===== config.mk =====
export PLATFORM = sky130hd
export DESIGN_NAME = bus_test_regs
export DESIGN_NICKNAME = d
export VERILOG_FILES = /design/src/rtl/bat_pkg.sv /design/src/rtl/bat_test_table.sv /design/src/rtl/bat_hit_counter.sv /design/src/rtl/bat_read_port.sv /design/src/rtl/bus_test_regs.sv
export SDC_FILE = /design/constraint.sdc
export NUM_CORES = 1
export LEC_CHECK = 0
export BUFFER_PORTS_ARGS = -buffer_cell sky130_fd_sc_hd__buf_2
export CORE_ASPECT_RATIO = 1.4
export CORE_UTILIZATION = 55
export CTS_BUF_LIST = sky130_fd_sc_hd__clkbuf_8 sky130_fd_sc_hd__clkbuf_16
export CTS_CLUSTER_DIAMETER = 80
export DETAILED_ROUTE_END_ITERATION = 8
export PLACE_DENSITY_LB_ADDON = 0.2
export SYNTH_ARGS = -nofsm -noshare
export SYNTH_HDL_FRONTEND = slang
export SYNTH_SLANG_ARGS = --single-unit

===== constraint.sdc =====
create_clock -name clk -period 13.5 [get_ports clk]
set_input_delay 1.35 -clock clk [delete_from_list [all_inputs] [get_ports clk]]
set_output_delay 1.35 -clock clk [all_outputs]
set_load 0.03 [all_outputs]

===== src/rtl/bat_pkg.sv =====
package bat_pkg;

  localparam int NUM_BUILTIN = 3;
  localparam logic [7:0] WIDTH_NONE = 8'hFF;

  typedef struct packed {
    logic [7:0]  width;
    logic [31:0] offset;
    logic [31:0] data;
  } test_desc_t;

  function automatic test_desc_t lookup_test(input logic [7:0] num);
    test_desc_t d;
    d.width  = WIDTH_NONE;
    d.offset = 32'h0;
    d.data   = 32'h0;
    if (int'(num) < NUM_BUILTIN) begin
      d.width  = 8'd1 << num[1:0];
      d.offset = 32'h100 + {22'h0, num, 2'b00};
      case (num[1:0])
        2'd0:    d.data = 32'h0000005A;
        2'd1:    d.data = 32'h0000A55A;
        default: d.data = 32'hDEADBEEF;
      endcase
    end
    return d;
  endfunction

  // Decimal digits of the test number as ASCII, little-endian packed, no leading zeros.
  function automatic logic [31:0] label_digits(input logic [7:0] num);
    logic [7:0] h, t, o;
    h = 8'h30 + num / 8'd100;
    t = 8'h30 + (num / 8'd10) % 8'd10;
    o = 8'h30 + num % 8'd10;
    if (num >= 8'd100)     return {8'h00, o, t, h};
    else if (num >= 8'd10) return {16'h0000, o, t};
    else                   return {24'h000000, o};
  endfunction

endpackage


===== src/rtl/bat_test_table.sv =====
module bat_test_table
  import bat_pkg::*;
#(
  parameter int SEL_W = 8
) (
  input  logic [SEL_W-1:0] sel,
  output test_desc_t       desc,
  output logic [31:0]      label_lo,
  output logic [31:0]      label_hi
);
  localparam logic [31:0] LABEL_PREFIX = 32'h74736574; // "test", little endian

  always_comb begin
    desc     = lookup_test(8'(sel));
    label_lo = LABEL_PREFIX;
    label_hi = label_digits(8'(sel));
  end

  always_comb begin
    assert (desc.width == 8'd1 || desc.width == 8'd2 || desc.width == 8'd4 ||
            desc.width == WIDTH_NONE)
      else $error("assert_width_code_R3 failed");
  end
endmodule


===== src/rtl/bat_hit_counter.sv =====
module bat_hit_counter
  import bat_pkg::*;
#(
  parameter int ADDR_W = 12,
  parameter int CNT_W  = 32
) (
  input  logic              clk,
  input  logic              rst,
  input  logic              clear,
  input  logic              wr_en,
  input  logic [ADDR_W-3:0] waddr,
  input  logic [3:0]        be,
  input  logic [31:0]       wdata,
  input  test_desc_t        desc,
  output logic [CNT_W-1:0]  count
);
  localparam logic [CNT_W-1:0] CNT_MAX = '1;

  logic       supported;
  logic [3:0] lane_mask;
  logic [3:0] exp_be;
  logic [31:0] exp_data;
  logic [3:0] lane_ok;
  logic       addr_ok;
  logic       hit;

  always_comb begin
    supported = 1'b1;
    case (desc.width)
      8'd1:    lane_mask = 4'b0001;
      8'd2:    lane_mask = 4'b0011;
      8'd4:    lane_mask = 4'b1111;
      default: begin lane_mask = 4'b0000; supported = 1'b0; end
    endcase
    exp_be   = lane_mask << desc.offset[1:0];
    exp_data = desc.data << {desc.offset[1:0], 3'b000};
    addr_ok  = (waddr == desc.offset[ADDR_W-1:2]) && (desc.offset[31:ADDR_W] == '0);
  end

  for (genvar i = 0; i < 4; i++) begin : g_lane
    assign lane_ok[i] = !exp_be[i] || (wdata[8*i +: 8] == exp_data[8*i +: 8]);
  end

  assign hit = wr_en && supported && addr_ok && (be == exp_be) && (&lane_ok);

  always_ff @(posedge clk) begin
    if (rst || clear)                    count <= '0;
    else if (hit && count != CNT_MAX)    count <= count + 1'b1;
  end

  assert_clear_R5: assert property (@(posedge clk) disable iff (rst)
    clear |=> count == '0);
  assert_step_R6: assert property (@(posedge clk) disable iff (rst)
    !clear |=> (count == $past(count) || count == $past(count) + 1'b1));
  assert_saturate_R8: assert property (@(posedge clk) disable iff (rst)
    (!clear && count == CNT_MAX) |=> count == CNT_MAX);
  assert_no_hit_unsupported_R7: assert property (@(posedge clk) disable iff (rst)
    (!clear && !supported) |=> $stable(count));
endmodule


===== src/rtl/bat_read_port.sv =====
module bat_read_port
  import bat_pkg::*;
#(
  parameter int ADDR_W = 12,
  parameter int CNT_W  = 32
) (
  input  logic              clk,
  input  logic              rst,
  input  logic              rd_en,
  input  logic [ADDR_W-3:0] raddr,
  input  test_desc_t        desc,
  input  logic [CNT_W-1:0]  count,
  input  logic [31:0]       label_lo,
  input  logic [31:0]       label_hi,
  output logic [31:0]       rdata
);
  localparam int LAST_WORD = 5;

  logic [31:0] mux;

  always_comb begin
    case (raddr)
      (ADDR_W-2)'(0): mux = {16'h0000, desc.width, 8'h00};
      (ADDR_W-2)'(1): mux = desc.offset;
      (ADDR_W-2)'(2): mux = desc.data;
      (ADDR_W-2)'(3): mux = 32'(count);
      (ADDR_W-2)'(4): mux = label_lo;
      (ADDR_W-2)'(5): mux = label_hi;
      default:        mux = 32'h0;
    endcase
  end

  always_ff @(posedge clk) begin
    if (rst)        rdata <= 32'h0;
    else if (rd_en) rdata <= mux;
  end

  assert_unused_zero_R10: assert property (@(posedge clk) disable iff (rst)
    (rd_en && raddr > (ADDR_W-2)'(LAST_WORD)) |=> rdata == 32'h0);
  assert_hold_R11: assert property (@(posedge clk) disable iff (rst)
    !rd_en |=> $stable(rdata));
endmodule


===== src/rtl/bus_test_regs.sv =====
module bus_test_regs
  import bat_pkg::*;
#(
  parameter int ADDR_W = 12,
  parameter int SEL_W  = 8,
  parameter int CNT_W  = 32
) (
  input  logic              clk,
  input  logic              rst,
  input  logic              wr_en,
  input  logic              rd_en,
  input  logic [ADDR_W-1:0] addr,
  input  logic [3:0]        be,
  input  logic [31:0]       wdata,
  output logic [31:0]       rdata
);
  localparam int WORD_W = ADDR_W - 2;

  logic [WORD_W-1:0] word;
  logic [SEL_W-1:0]  sel;
  logic              sel_wr;
  test_desc_t        desc;
  logic [31:0]       label_lo, label_hi;
  logic [CNT_W-1:0]  count;

  assign word   = addr[ADDR_W-1:2];
  assign sel_wr = wr_en && (word == '0) && be[0];

  always_ff @(posedge clk) begin
    if (rst)         sel <= '0;
    else if (sel_wr) sel <= wdata[SEL_W-1:0];
  end

  bat_test_table #(.SEL_W(SEL_W)) u_table (
    .sel(sel), .desc(desc), .label_lo(label_lo), .label_hi(label_hi)
  );

  bat_hit_counter #(.ADDR_W(ADDR_W), .CNT_W(CNT_W)) u_count (
    .clk(clk), .rst(rst), .clear(sel_wr), .wr_en(wr_en), .waddr(word),
    .be(be), .wdata(wdata), .desc(desc), .count(count)
  );

  bat_read_port #(.ADDR_W(ADDR_W), .CNT_W(CNT_W)) u_read (
    .clk(clk), .rst(rst), .rd_en(rd_en), .raddr(word), .desc(desc),
    .count(count), .label_lo(label_lo), .label_hi(label_hi), .rdata(rdata)
  );

  assert_reset_sel_R1: assert property (@(posedge clk) disable iff (rst)
    $past(rst) |-> (sel == '0 && count == '0));
  assert_ro_write_R10: assert property (@(posedge clk) disable iff (rst)
    (wr_en && !sel_wr) |=> $stable(sel));
endmodule


# [Word-level counts from Yosys, hierarchy flattened]
# Cells that the tools add are included.
[word_totals] reg_bits=72 input_bits=52 output_inout_bits=32 elab_cells=63
[classes] n_addsub=5 n_div=4 order_cmp=3 n_eq_ne=16 shifts=3 n_mux=7 reduce_logical=22
[op_table] operator="32-bit one-hot mux with 6 select lines" count=1
[op_table] operator="72-bit two-way mux" count=1
[op_table] operator="32-bit one-hot mux with 2 select lines" count=1
[op_table] operator="32-bit by 1-bit adder with 32-bit output (second input constant)" count=1
[op_table] operator="8-bit == test" count=4
[op_table] operator="32-bit two-way mux" count=1
[op_table] operator="32-bit inequality test (second input constant)" count=1
[op_table] operator="32-bit by 5-bit left shift with 32-bit output" count=1
[op_table] operator="6-bit by 8-bit adder with 8-bit output (first input constant)" count=3
[op_table] operator="10-bit by 2-bit == test with 1-bit output (second input constant)" count=2
[op_table] operator="10-bit by 3-bit == test with 1-bit output (second input constant)" count=2
[op_table] operator="20-bit logical NOT" count=1
[op_table] operator="8-bit by 4-bit remainder unit with 8-bit output (second input constant)" count=2
[op_table] operator="16-bit two-way mux" count=1
[op_table] operator="4-bit one-hot mux with 3 select lines" count=1
[op_table] operator="9-bit by 10-bit adder with 11-bit output (first input constant)" count=1
[op_table] operator="10-bit by 1-bit == test with 1-bit output (second input constant)" count=1
[op_table] operator="10-bit == test" count=1
[op_table] operator="10-bit logical NOT" count=1
[op_table] operator="8-bit by 4-bit divider with 8-bit output (second input constant)" count=1
[op_table] operator="8-bit by 7-bit divider with 8-bit output (second input constant)" count=1
[op_table] operator="8-bit by 1-bit == test with 1-bit output (second input constant)" count=1
[op_table] operator="8-bit by 2-bit == test with 1-bit output (second input constant)" count=1
[op_table] operator="8-bit by 3-bit == test with 1-bit output (second input constant)" count=1
[op_table] operator="14 further kinds" count=28

# [Depth between registers and ports, before layout]
# Gate-level depths: netlist (run 1).
[depth] ltp_word=11 ltp_mapped=24 depth_no_buf=23

# [Cells and area by module]
# Synthesis (run 1) repeated with hierarchy kept, for this count alone.
[unflattened] cells_unflattened=1031 hier_area_um2=8384.3
[modules_own_cells] module="bat_hit_counter" n_inst=1 cells_each=363 area_per_inst_um2=2965.3 seq_area_each_um2=640.6
[modules_own_cells] module="bat_test_table" n_inst=1 cells_each=375 area_per_inst_um2=2663.8 seq_area_each_um2=0.0
[modules_own_cells] module="bat_read_port" n_inst=1 cells_each=255 area_per_inst_um2=2371.0 seq_area_each_um2=640.6
[modules_own_cells] module="bus_test_regs" n_inst=1 cells_each=38 area_per_inst_um2=384.1 seq_area_each_um2=160.2

# [Worst setup path before layout (run 1)]
# Ideal clock, no wire load.
[synth_path] kind="reg2reg" startpoint="register sel[3]" endpoint="register u_read.rdata[6]" setup_ns=0.115 arrival_time_ns=4.747 required_time_ns=13.385 setup_slack_ns=8.639 path_stages_with_launch=23 path_buffers=1 synth_period_minus_slack_ns=4.861 path_cell_list="dfxtp_1 > clkbuf_1 > inv_2 > ha_1 > nor2_1 > a2bb2oi_1 > a21oi_1 > a41o_1 > a211oi_2 > o311a_1 > o221a_2 > nand3_4 > a31oi_1 > inv_1 > ha_1 > o21ai_0 > a211oi_1 > a31oi_1 > ha_1 > xnor2_1 > nor3_1 > a41o_1 > o21a_1"
[synth_via] elab_chain_cells=6 word_cells_on_any_way=15 classes_between="4 x add/sub; 4 x div; 3 x order compare; 4 x mux"
[synth_lines] item="start: declaration" line_no="bus_test_regs.sv:20" text="logic [SEL_W-1:0] sel;"
[synth_lines] item="start signal: assignment" line_no="bus_test_regs.sv:31" text="else if (sel_wr) sel <= wdata[SEL_W-1:0];"
[synth_lines] item="8-bit by 4-bit divider with 8-bit output" line_no="bat_pkg.sv:33" text="t = 8'h30 + (num / 8'd10) % 8'd10;"
[synth_lines] item="8-bit by 4-bit remainder unit with 8-bit output" line_no="bat_pkg.sv:33"
[synth_lines] item="6-bit by 8-bit adder with 8-bit output" line_no="bat_pkg.sv:33"
[synth_lines] item="16-bit two-way mux" line_no="bat_pkg.sv:36" text="else if (num >= 8'd10) return {16'h0000, o, t};"
[synth_lines] item="32-bit two-way mux" line_no="bat_pkg.sv:35" text="if (num >= 8'd100) return {8'h00, o, t, h};"
[synth_lines] item="32-bit one-hot mux with 6 select lines *" line_no="bat_read_port.sv:22" text="case (raddr)"
[synth_lines] item="end signal: assignment" line_no="bat_read_port.sv:35" text="else if (rd_en) rdata <= mux;"
[synth_lines] item="end: declaration" line_no="bat_read_port.sv:15" text="output logic [31:0] rdata"
# Every way passes the cells marked *; elsewhere a longest branch is shown, timed or not.
# A chain may end at the register's enable or synchronous reset.

# [Worst setup path in the final report (run 1)]
[layout_path] startpoint="register sel[6]" endpoint="register u_read.rdata[13]"
[layout_via] elab_chain_cells=5 word_cells_on_any_way=12 classes_between="2 x add/sub; 3 x div; 3 x order compare; 4 x mux"
[layout_lines] item="8-bit by 4-bit divider with 8-bit output / 8-bit by 4-bit remainder unit with 8-bit output (equally long branches)" line_no="bat_pkg.sv:33, bat_pkg.sv:34"
[layout_lines] item="8-bit by 4-bit remainder unit with 8-bit output / 6-bit by 8-bit adder with 8-bit output (equally long branches)" line_no="bat_pkg.sv:33, bat_pkg.sv:34"
[layout_lines] item="6-bit by 8-bit adder with 8-bit output / 16-bit two-way mux (equally long branches)" line_no="bat_pkg.sv:33, bat_pkg.sv:36"
[layout_lines] item="32-bit two-way mux" line_no="bat_pkg.sv:35"
[layout_lines] item="32-bit one-hot mux with 6 select lines *" line_no="bat_read_port.sv:22"
# Marks and branches as above.

==> flow_summary.toml, run 1 <==
[run_status]
outcome = "complete, no violations"

[global_route]
overflow = 0
grt_max_degree = 44
grt_use_total = 0.359
antenna_found_initial = 0
grt_pass1_vias = 6451
grt_pass1_wl_um = 32800

[min_path]
hold_path_class = "reg2reg"
worstHoldStart = "u_read.rdata[13]"

[route]
vias_per_cell = 6.59
totalWireLength_um = 20800
met1_length_um = 7800
drt_pre_antenna_iters = 5
wl_met2_um = 10600
wl_per_cell_um = 20.2
drc = 0
top_layer = "met4"
dr_wl_met3_um = 1300
drtAntennaViolNets = 0
drt_iter0_drc = 607
routed-via-count = 6795

[placed_design]
port_buffers = 81
placed_area_mm2 = 0.00653
dp_cells = 1015
routabilityCongestion = 0.973
hpwl_um = 15800

[clock_network]
clk_latency_ns = 0.34
cts_hold_buffers = 0
postCtsSetupRepairBufs = 0
clock_sinks = 72
post_cts.resized_instances = 0
clockRootBuffer = "clkbuf_16"
cts_max_level = 3
cts_buffers = 9
cts_tree = "built"
clockBufferDepth = 2
clk_pin_slew_ns = 0.06

[worst_setup_path]
cp-endpoint = "u_read.rdata[13]"
r2r_cells = 18
cp.arrival_ns = 6.57
cp.required_ns = 13.69
rrSetupSlack_ns = 7.11
r2r_end = "u_read.rdata[13]"
crit_path_start = "sel[6]"
critPathKind = "reg2reg"
start_kind = "register"
crit_fanout = 22
cp-end-kind = "register"
r2r-start = "sel[6]"

[synth]
synth_top_area_share = 0.235
syn_area_per_cell_um2 = 7.32
seq_area_frac_synth = 0.235
synth_nets = 907
ys_types = 99
ys_warn_count = 0
ys_top_cells_by_area = "dfxtp_1 (23%), nor2_1 (6.2%), a21oi_1 (6.0%), nand2_1 (5.6%), o21ai_0 (4.0%)"
synth-seq-cells = 72
synth-edff-count = 0
synthesis.area_mm2 = 0.00614
syn-instance-count = 839
synth_ff_type = "dfxtp_1"
ys_async_sr_fraction = 0
yosysTopAreaCell = "dfxtp_1"

[layout]
n_antenna_cell = 0
drive_above_1_share = 0.162
seq_area_mm2 = 0.00144
multi_input_area_mm2 = 0.00439
fin_nets = 953
fin_cells = 1031
filler_cell_count = 991
area_growth_pct = 11.1
fin_area_mm2 = 0.00682

[floorplanning]
die_height_um = 127
fp.coreArea_mm2 = 0.0109
initial_core_util = 0.565
ios = 84
row_count = 45
die_x_um = 91.3
die-area_mm2 = 0.0116

[timing]
rsz0062_at_grt = "no"
finalSetupViolCount = 0
timing.fmax_mhz = 157
fin_crit_sh = 0.473
setup_tns_ns = 0
worst_pin_slew_ns = 0.962
slew_headroom = 0.358
slew_viol_final = 0
whs_ns = 0.460
finClkSkew_ns = 0.0113
hold_viol_final = 0
period_needed_ns = 6.39

[power]
power.total_mw = 0.467
peakVddDrop_v = 0.0000890
power.leakage_nw = 2.50
power_density_mw_per_mm2 = 68.4

[run]
cap_violations = 0
==> per-stage QoR <==
step | utilization | setup WS (ns)
global route | 0.628 | 6.63
finish | 0.628 | 7.11
floorplan | - | 8.64
global placement | 0.601 | 7.27
CTS | 0.628 | 7.15
detailed placement | 0.601 | 7.17
==> critical path, stage by stage (launching register included) <==
cell,delay [ns]
dfxtp_1,0.89
ha_1,0.63
nor2b_1,0.61
xnor2_2,0.20
a311oi_1,0.40
or2_1,0.47
mux2_4,0.35
a211oi_2,0.23
o221a_2,0.31
nand3_4,0.13
a31oi_1,0.29
inv_1,0.09
ha_1,0.21
o21ai_0,0.22
a31oi_1,0.13
ha_1,0.37
o21ai_0,0.10
o41ai_1,0.45
a21oi_1,0.12
==> cells by family (layout without fill, tap and decap cells) <==
group / count (synthesis) / count (layout) / share of synthesized area
AOI/OAI and AO/OA: 254 / 254 / 0.290
DFF: 72 / 72 / 0.235
buffers and inverters: 73 / 124 / 0.0505
muxes: 19 / 19 / 0.0322
xor gates and xnor gates: 40 / 40 / 0.0583
adders and majority gates: 17 / 17 / 0.0344
and+or+nand+nor: 364 / 364 / 0.299
==> cell usage after synthesis, types with 4 or more instances <==
| library cell | count |
|---|---|
| nor4_1 | 14 |
| xnor2_1 | 18 |
| and3_1 | 10 |
| a21oi_1 | 73 |
| nor2_1 | 102 |
| dfxtp_1 | 72 |
| nand4b_1 | 4 |
| nor2b_1 | 4 |
| or2_1 | 4 |
| nand2_1 | 91 |
| and4_1 | 5 |
| a31oi_1 | 14 |
| clkbuf_1 | 37 |
| xor2_1 | 21 |
| a311oi_1 | 4 |
| nor3_1 | 28 |
| o22ai_1 | 4 |
| ha_1 | 16 |
| or3_1 | 11 |
| nand4_1 | 14 |
| and2_1 | 7 |
| nand2b_1 | 7 |
| a221oi_1 | 7 |
| o31ai_1 | 4 |
| or2_2 | 5 |
| o211ai_1 | 7 |
| a211oi_1 | 6 |
| o21ai_0 | 49 |
| a22oi_1 | 9 |
| a32oi_1 | 4 |
| o21ai_1 | 5 |
| buf_2 | 8 |
| or4_1 | 5 |
| mux2i_1 | 16 |
| nand3_1 | 34 |
| inv_1 | 18 |
==> registers in the layout, summed over array words and instances (netlist names) <==
register,flops
sel,8
u_count.count,32
u_read.rdata,32
==> layer usage <==
layer / GRT usage / vias to the layer above
met1: 0.402 / 3185
met5: 0 / -
li1: - / 3206
met4: 0.208 / 0
met3: 0.0482 / 75
met2: 0.646 / 329
==> power by group <==
part | switching (mW) | internal (mW) | total, mW
Clock | 0.0946 | 0.135 | 0.230
Combinational | 0.0156 | 0.00842 | 0.0240
Sequential | 0.0000985 | 0.213 | 0.213
==> worst min-delay path by stage <==
stage,to,slack [ns],depth (start not counted)
after floorplan,u_count.count[16],0.47,2
after global placement,u_read.rdata[24],0.45,2
after detailed placement,u_read.rdata[13],0.45,2
after CTS,u_read.rdata[13],0.46,2
after global routing,u_read.rdata[13],0.48,2
final,u_read.rdata[13],0.46,2
==> layout by cell type, fill, tap and decap left out, types with 4 or more instances in the layout <==
cell / instances
buf_4: 4
nand4_1: 14
nor3_1: 28
a221oi_1: 7
inv_1: 18
o31ai_1: 4
a32oi_1: 4
and3_1: 10
ha_1: 16
mux2i_1: 16
nand3_1: 34
nor4_1: 14
clkbuf_16: 9
o21ai_1: 5
nand2_1: 91
nor2_1: 102
xor2_1: 21
o22ai_1: 4
dfxtp_1: 72
or4_1: 5
o211ai_1: 7
xnor2_1: 18
a22oi_1: 9
or2_2: 5
nor2b_1: 4
or3_1: 11
nand2b_1: 7
a211oi_1: 6
and4_1: 5
a21oi_1: 73
a311oi_1: 4
and2_1: 7
or2_1: 4
buf_2: 81
a31oi_1: 14
nand4b_1: 4
o21ai_0: 49
==> final cells by class <==
cell class / instances / share of cell area
Clock buffer: 11 / 0.0371
Clock inverter: 5 / 0.00569
Inverter: 23 / 0.0127
Multi-Input combinational cell: 694 / 0.643
Sequential cell: 72 / 0.211
Tap cell: 141 / 0.0259
Timing Repair Buffer: 85 / 0.0639
(Power assumes the default switching activity.)
==> inputs of run 2 (changes only) <==
- clock period: 13.5 -> 6.35 ns (I/O delays scaled with it)
==> run 2 against run 1 <==
Effect of this change:
- hold slack better by 0.0043 ns
- maximum frequency is 16% higher
- die area stayed put
- clock-buffer cell count stayed put
- design area is 1.1% higher
- sequential cell count stayed put
- via count is 0.78% higher
- setup slack worse by 6.3 ns
- non-clock buffer count is 10 higher
- critical path depth is 5 higher
- largest cell class unchanged
==> flow_summary.toml, run 2 (synthesis gave the netlist of run 1 again) <==
[run_status]
outcome = "complete, no violations"

[power]
pwr-share-clk = 0.493
combinationalPowerShare = 0.052
power_density_mw_per_mm2 = 144
power.total_mw = 0.994
power.leakage_nw = 2.54
p_int_mw = 0.758
swShare = 0.237
peakVddDrop_v = 0.000169
seq_power_share = 0.455
switching_power_mw = 0.236

[placed_design]
routabilityCongestion = 0.989
placed_area_mm2 = 0.00660
hpwl_um = 16100
port_buffers = 81

[global_route]
antenna_found_initial = 0
grt_use_total = 0.364
grt_max_degree = 44
grt_pass1_wl_um = 33300
grt_pass1_vias = 6669
overflow = 0

[timing]
worst_pin_slew_ns = 1.03
finClkSkew_ns = 0.00648
slew_headroom = 0.310
hold_viol_final = 0
fin_crit_sh = 0.865
rsz0062_at_grt = "no"
period_needed_ns = 5.49
finalSetupViolCount = 0
slew_viol_final = 0
timing.fmax_mhz = 182
whs_ns = 0.464
setup_tns_ns = 0

[min_path]
hold_path_class = "reg2reg"

[layout]
reg_top3 = "u_count.count x32, u_read.rdata x32, sel x8"
area_growth_pct = 12.3
final_common_cell = "nor2_1"
filler_cell_count = 988
fin_nets = 963
final_cell_mix = "nor2_1 (102), nand2_1 (91), buf_2 (81), a21oi_1 (73), dfxtp_1 (72)"
drive_above_1_share = 0.171
n_antenna_cell = 0
fin_area_mm2 = 0.00690

[worst_setup_path]
slowest_delay_ns = 0.58
cp.arrival_ns = 5.67
cp.required_ns = 6.53
critPathKind = "reg2reg"
crit_slowest_cell = "dfxtp_1"
crit_chain = "ha_1 -> buf_4 -> nor2_1 -> o311a_1 -> nor3_2 -> o21ai_0 -> inv_1 -> ha_1 -> nand2_1 -> nor3_1 -> nand3_4 -> a31oi_1 -> inv_1 -> ha_1 -> o21ai_0 -> a211oi_1 -> a31oi_1 -> ha_1 -> mux2i_1 -> o21ai_0 -> o21ai_0 -> o21ai_0 -> a21oi_1"
cp_common_cell = "o21ai_0"
crit_fanout = 14
cp-end-kind = "register"
critical_path_buf_inv_count = 3
cpLargestDelayFamily = "compound AO/OA/AOI/OAI gates"
start_kind = "register"

[route]
drt_iter0_drc = 626
routed-via-count = 6848
drc = 0
drtAntennaViolNets = 0
vias_per_cell = 6.58
wl_per_cell_um = 20.1
totalWireLength_um = 21000
drt_pre_antenna_iters = 6

[floorplanning]
row_count = 45
die_x_um = 91.3
die_height_um = 127
fp.coreArea_mm2 = 0.0109
initial_core_util = 0.565
ios = 84
die-area_mm2 = 0.0116

[clock_network]
clock_sinks = 72
cts_buffers = 9
clk_latency_ns = 0.33
clk_pin_slew_ns = 0.06
cts_max_level = 3
post_cts.resized_instances = 0
clockRootBuffer = "clkbuf_16"
cts_hold_buffers = 0
cts_tree = "built"
postCtsSetupRepairBufs = 0
clockBufferDepth = 2

[run]
cap_violations = 0
==> run 2: cell count changes in the layout (fill, tap and decap cells not counted), sizes merged <==
cell,before,now
buf,85,95
clkinv,5,3
clkinvlp,1,3
==> run 2: area by class of cell <==
type                            count  area (um^2)  share of cell area
Tap cell                          141          176              0.0256
Multi-Input combinational cell    694         4390               0.636
Clock inverter                      5         40.0             0.00581
Inverter                           23         86.3              0.0125
Clock buffer                       11          253              0.0367
Timing Repair Buffer               95          510              0.0740
Sequential cell                    72         1440               0.209
==> run 2: power by group through the flow <==
| stage | Combinational (mW) | Sequential [mW] | Clock (mW) |
|---|---|---|---|
| 2_1_floorplan | 0.0232 | 0.463 | 0 |
| 3_3_place_gp | 0.0483 | 0.462 | 0 |
| 3_5_place_dp | 0.0501 | 0.462 | 0 |
| 4_1_cts | 0.0503 | 0.452 | 0.494 |
| 5_1_grt | 0.0552 | 0.452 | 0.512 |
| 6_report | 0.0514 | 0.452 | 0.490 |
==> run 2: final timing paths <==
check | from | end | slack, ns | cells past startpoint
setup / recovery | sel[7] | u_read.rdata[5] | 0.86 | 23
hold / removal | u_read.rdata[21] | u_read.rdata[21] | 0.46 | 2
setup reg to reg | sel[7] | u_read.rdata[5] | 0.86 | 23
hold reg to reg | u_read.rdata[21] | u_read.rdata[21] | 0.46 | 2
==> run 2: worst reg2reg max path, stage by stage (launching register included) <==
cell      delay (ns)
dfxtp_1         0.58
ha_1            0.24
buf_4           0.20
nor2_1          0.10
o311a_1         0.39
nor3_2          0.30
o21ai_0         0.42
inv_1           0.28
ha_1            0.26
nand2_1         0.06
nor3_1          0.30
nand3_4         0.16
a31oi_1         0.30
inv_1           0.10
ha_1            0.21
o21ai_0         0.24
a211oi_1        0.11
a31oi_1         0.18
ha_1            0.22
mux2i_1         0.08
o21ai_0         0.16
o21ai_0         0.16
o21ai_0         0.20
a21oi_1         0.09
==> run 2: through the flow <==
stage                     setup slack, ns  cells  utilization
after floorplan                      1.49    839            -
after global placement               1.13   1025        0.608
after detailed placement             1.02   1025        0.608
after CTS                            1.01   1041        0.635
after global routing                0.455   1041        0.635
final                               0.859   1041        0.635
==> run 2: routing by layer <==
layer  track usage  share of wire
met5             0              0
met4         0.211          0.059
met3        0.0411          0.048
met2         0.675           0.51
met1         0.399           0.38
